File: src/rtl/ext_irq_latch.sv
module ext_irq_latch #(
  parameter int NPORT       = 4,
  parameter int SYNC_STAGES = 2,
  parameter int ADDR_W      = 16,
  parameter logic [ADDR_W-1:0] VEC_HI = 16'h07FA,
  parameter logic [ADDR_W-1:0] VEC_LO = 16'h07FB
) (
  input  logic              clk,
  input  logic              rst_n,
  input  logic              irq_pin_n,
  input  logic [NPORT-1:0]  port_pin_n,
  input  logic              cfg_port_en,
  input  logic              cfg_level,
  input  logic              cpu_mask,
  input  logic              vec_fetch,
  input  logic              ctl_wr,
  input  logic              ctl_wdata_en,
  input  logic              ctl_wdata_ack,
  output logic              pending,
  output logic              irq_req,
  output logic [ADDR_W-1:0] vec_hi_addr,
  output logic [ADDR_W-1:0] vec_lo_addr
);
  localparam int NIN = NPORT + 1;

  logic [NIN-1:0] sync_q [SYNC_STAGES];
  logic [NIN-1:0] lvl;
  logic           comb_n, comb_q_n, fall, set_req, clr_req, irq_en_q;

  always_ff @(posedge clk or negedge rst_n) begin
    if (!rst_n) begin
      for (int i = 0; i < SYNC_STAGES; i++) sync_q[i] <= '1;
    end else begin
      sync_q[0] <= {port_pin_n, irq_pin_n};
      for (int i = 1; i < SYNC_STAGES; i++) sync_q[i] <= sync_q[i-1];
    end
  end

  assign lvl     = sync_q[SYNC_STAGES-1];
  assign comb_n  = lvl[0] & (cfg_port_en ? &lvl[NIN-1:1] : 1'b1);
  assign fall    = comb_q_n & ~comb_n;
  assign set_req = fall | (cfg_level & ~comb_n);
  assign clr_req = vec_fetch | (ctl_wr & ctl_wdata_ack);

  always_ff @(posedge clk or negedge rst_n) begin
    if (!rst_n) begin
      comb_q_n <= 1'b1;
      pending  <= 1'b0;
      irq_en_q <= 1'b1;
    end else begin
      comb_q_n <= comb_n;
      if (set_req)      pending <= 1'b1;
      else if (clr_req) pending <= 1'b0;
      if (ctl_wr) irq_en_q <= ctl_wdata_en;
    end
  end

  assign irq_req     = pending & irq_en_q & ~cpu_mask;
  assign vec_hi_addr = VEC_HI;
  assign vec_lo_addr = VEC_LO;
endmodule


File: config.mk
export PLATFORM = sky130hd
export DESIGN_NAME = ext_irq_latch
export DESIGN_NICKNAME = d
export VERILOG_FILES = /design/src/rtl/ext_irq_latch.sv
export SDC_FILE = /design/constraint.sdc
export NUM_CORES = 1
export LEC_CHECK = 0
export ABC_AREA = 1
export BUFFER_PORTS_ARGS = -buffer_cell sky130_fd_sc_hd__buf_2
export CAP_MARGIN = 20
export CORE_MARGIN = 2
export CORE_UTILIZATION = 41
export CTS_BUF_LIST = sky130_fd_sc_hd__clkbuf_2
export DETAILED_ROUTE_END_ITERATION = 8
export GPL_TIMING_DRIVEN = 0
export PLACE_DENSITY_LB_ADDON = 0.25
export SLEW_MARGIN = 20
export SYNTH_ARGS = -nofsm -noshare
export SYNTH_HDL_FRONTEND = slang
export SYNTH_SLANG_ARGS = --single-unit
File: constraint.sdc
create_clock -name clk -period 1.5 [get_ports clk]
set_clock_uncertainty 0.2 [all_clocks]
set_input_delay 0.3 -clock clk [delete_from_list [all_inputs] [get_ports clk]]
set_output_delay 0.3 -clock clk [all_outputs]
set_load 0.01 [all_outputs]
# Yosys cells after proc, flatten, opt, wreduce, memory -nomap -nowiden
# Cells that the tools add are included.
totals:
  reg_bits: 13
  out_inout_bits: 34
  in_bits: 14
  wordCells: 20
op_classes:
  muxes: 3
  n_reduce_logical: 2
  n_bitwise: 10
ops:
  columns: ["op", "n"]
  rows:
  - ["bitwise AND 1 bit", 6]
  - ["AND reduction 4 bit", 1]
  - ["2-to-1 mux 1 bit", 3]
  - ["NOT 1 bit", 2]
  - ["OR 1 bit", 2]
  - ["nonzero test 2 bit", 1]

# Longest topological paths before layout
depth:
  ltp_word: 7
  ltp_mapped: 5

# Least setup slack after synthesis
# OpenSTA, ideal clock, no wires.
synth_path:
  kind: "register -> output"
  start: "reg irq_en_q"
  end: "out irq_req"
  required_ns: 1.000
  t_arrival_ns: 0.821
  path_stages_with_launch: 3
  setup_slack_ns: 0.179
  path_cell_list: "dfstp_2 inv_1 nor3_1"
synth_via:
  elab_chain_len: 2
synth_rtl:
  columns: ["element", "line_no", "rtl"]
  rows:
  - ["from (decl)", "28", "logic comb_n, comb_q_n, fall, set_req, clr_req, irq_en_q;"]
  - ["from (signal assigned)", "54", "if (ctl_wr) irq_en_q <= ctl_wdata_en;"]
  - ["bitwise AND 1 bit (2 in series)", "58", "assign irq_req = pending & irq_en_q & ~cpu_mask;"]
  - ["to (decl)", "20", "output logic irq_req,"]
# No other way between the ends.

# Final worst setup path
# Same ends and word-level chain as after synthesis.

==> results.md <==
- Synth area leader: dfstp_2
- Clk pwr share: 23.7%
- Min Tclk post-route: 1590 ps
- Max Transition Viols Final: 0
- Io pins: 48
- Initial antenna violation count: 0
- Tot GR Track Use: 9.19%
- Crit Path Class: flop to output port
- Sequential share of power: 53.9%
- FF+latch count, synth: 13
- Die Y: between 40 and 50 microns
- Highest clock rate: 0.630 GHz
- # nets final: 132
- Drt via density: 3.26
- Worst reg2reg setup slack: 320 ps
- Row cnt: 14
- Netlist cell types: 11
- Hold path cells: 2
- GP Congestion: 0.615
- TritonCTS Buffers: 3
- Fin crit share: 106%
- First-pass GRT wire length: 1270 microns
- R2R depth: 5
- Syn_area_per_cell: approximately 11 sq um
- Antenna diodes: 0
- Avg WL per Cell: 6.57 microns
- Clk sinks: 13
- Net switching power: 0.180 mW
- Clock Path Buffers: 2
- Switching Fraction: between 20% and 30%
- Max VDD drop: 0.484 mV
- Worst Path Arrival: approximately 1100 ps
- Area Overhead vs Synth: 46.1%
- Core Box Area: 0.00151 sq mm
- Failing checks: negative setup slack
- Most frequent cell after synthesis: buf_4
- Place WS: 160 ps
- Later-pin clock latency in the skew report: roughly 250 ps
- Most frequent cells after synthesis: buf_4, dfstp_2, nand2_1
- Pin count of the biggest net entering global routing: 14
- Synth top area cells: dfstp_2, buf_4, dfrtp_1
- Top_reg_cell synth: dfstp_2
- Pre-antenna DRT Iters: 4
- Hold Crit Endpoint: irq_en_q
- Yosys warning count: 0
- CP Launch Type: flop
- Antenna Nets Post-Route: 0
- Post-synth ARST share: 100%
- RSZ-0062 raised after global routing: true
- DRT Wirelength: around 900 microns
- Die ar.: 0.00193 sq mm
- Clk root buf: clkbuf_2
- Post-synthesis sequential area ratio: 52.2%
- Hold Crit Start: ctl_wr
- Reg2Reg Launch Point: lvl[1]
- Starting Density: 43.3%
- EDFF count, synth: 0
- Combinational power share: 22.4%
- Post-route setup TNS: -88.1 ps
- I/O Buffers: 15
- Cell Pwr Density: 761 mW/mm^2
- WP buf/inv: 2
- Hold Crit Class: primary input to flop
- Starting DRC count in detailed routing: 4
- Crit-path slowest cell: dfstp_2
- Via Count: 434
- Crit path max fanout: 2
- Required time worst endpoint: 1000 ps
- Hpwl dp: 711 microns
- Setup-failing EPs final: 1
- Share of layout cells above drive strength 1: 56.4%
- Post-layout util: 63.2%
- Final Hold Vio Count: 0
- CTS tree: built
- Slack of the critical path: -88.1 ps
- CTS clk-pin slew, worst paths: 110 ps
- R2r endpoint: pending
- Total global routing overflow: 0
- Max-cap violations: 0
- Int Pwr: roughly 0.54 mW
- CP delay by family, top: flip-flops
- Mapped cell area: 652 sq um
- Vias in the first global route: ~350
- Worst path cell trace: inv_2 -> nor3_2 -> buf_2
- Die X: 43.9 microns
- # DRC: 0
- Cells after Synth: 61
- CTS H-tree depth: 1
- Slowest stage delay, CP: 540 ps
- Outcome: finished with violations
- Post-synth top area share: between 40 and 50%
- Worst setup EP type: output port
- Pleak: approximately 0.54 nW
## cell families after synthesis
group	Yosys count	share of synthesized area, %
other	2	1.15
AO/OA/AOI/OAI	3	2.88
buffers and inverters	35	38.6
AND/OR/NAND/NOR	8	5.18
flip-flops	13	52.2
## worst max-delay path by stage
| stage | depth (start not counted) | start | to | slack (ps) |
|---|---|---|---|---|
| after global placement | 3 | irq_en_q | irq_req | 170 |
| after floorplan | 2 | irq_en_q | irq_req | 180 |
| after detailed placement | 3 | irq_en_q | irq_req | 160 |
| after CTS | 3 | irq_en_q | irq_req | -130 |
| final | 3 | irq_en_q | irq_req | -90 |
| after global routing | 3 | irq_en_q | irq_req | -170 |
## final cells by class
cell class	count	area, sq um
plain buffers	32	240
repair buffers	22	143
well taps	16	20.0
multi-input cells	43	178
flip-flops and latches	13	340
inverters	3	11.3
fillers	141	554
clock buffers	4	20.0
## worst register-to-register path, cell delays in order (launching register included)
cell and delay (ps):
dfstp_2 540, nand2_1 40, o21ai_1 120, nand2_1 80, nand2_1 60, nand2_1 40
## registers in the layout (all words and copies together) (netlist names)
signal and count:
lvl 5, pending 1, sync_q 5, irq_en_q 1, comb_q_n 1
## power by group through the flow
stage	clock, mW	combinational, mW	sequential [mW]
final	0.172	0.162	0.391
after CTS	0.178	0.156	0.391
after global routing	0.196	0.178	0.394
after global placement	0	0.140	0.395
after detailed placement	0	0.142	0.396
after floorplan	0	0.111	0.396
## through the flow
stage | hold WS (ps) | cells | power, mW | cell area (sq um)
after floorplan | -196 | 91 | 0.507 | 764
after global placement | -18.1 | 122 | 0.535 | 860
after detailed placement | -9.88 | 122 | 0.538 | 860
after CTS | 22.0 | 132 | 0.725 | 945
after global routing | 30.9 | 133 | 0.768 | 952
final | 26.2 | 133 | 0.724 | 952
## per-layer routing
metal | GRT usage, % | up-vias | wire [microns]
met5 | 0 | - | 0
met4 | 5.45 | 0 | 0
met3 | 3.33 | 0 | 166
met2 | 16.2 | 32 | 403
met1 | 9.12 | 172 | 305
li1 | - | 230 | -
## repair_timing
| item | 4_1_cts | 5_1_grt |
|---|---|---|
| hold buffers | 6 | 0 |
| hold endpoints to repair | 18 | 0 |
| endpoints found under the setup margin | 1 | 1 |
| pin swaps | 1 | 1 |
| setup buffers | 0 | 1 |
| gates resized for setup | 2 | 0 |
## layout by cell type, fill, tap and decap left out, types with 2 or more instances in the layout
cell | synthesis | layout
nand2_1 | 6 | 6
clkbuf_2 | 0 | 4
dlygate4sd3_1 | 0 | 6
dfstp_2 | 12 | 12
buf_2 | 0 | 15
inv_1 | 3 | 2
buf_4 | 32 | 33
conb_1 | 2 | 32
(Power assumes the default switching activity.)
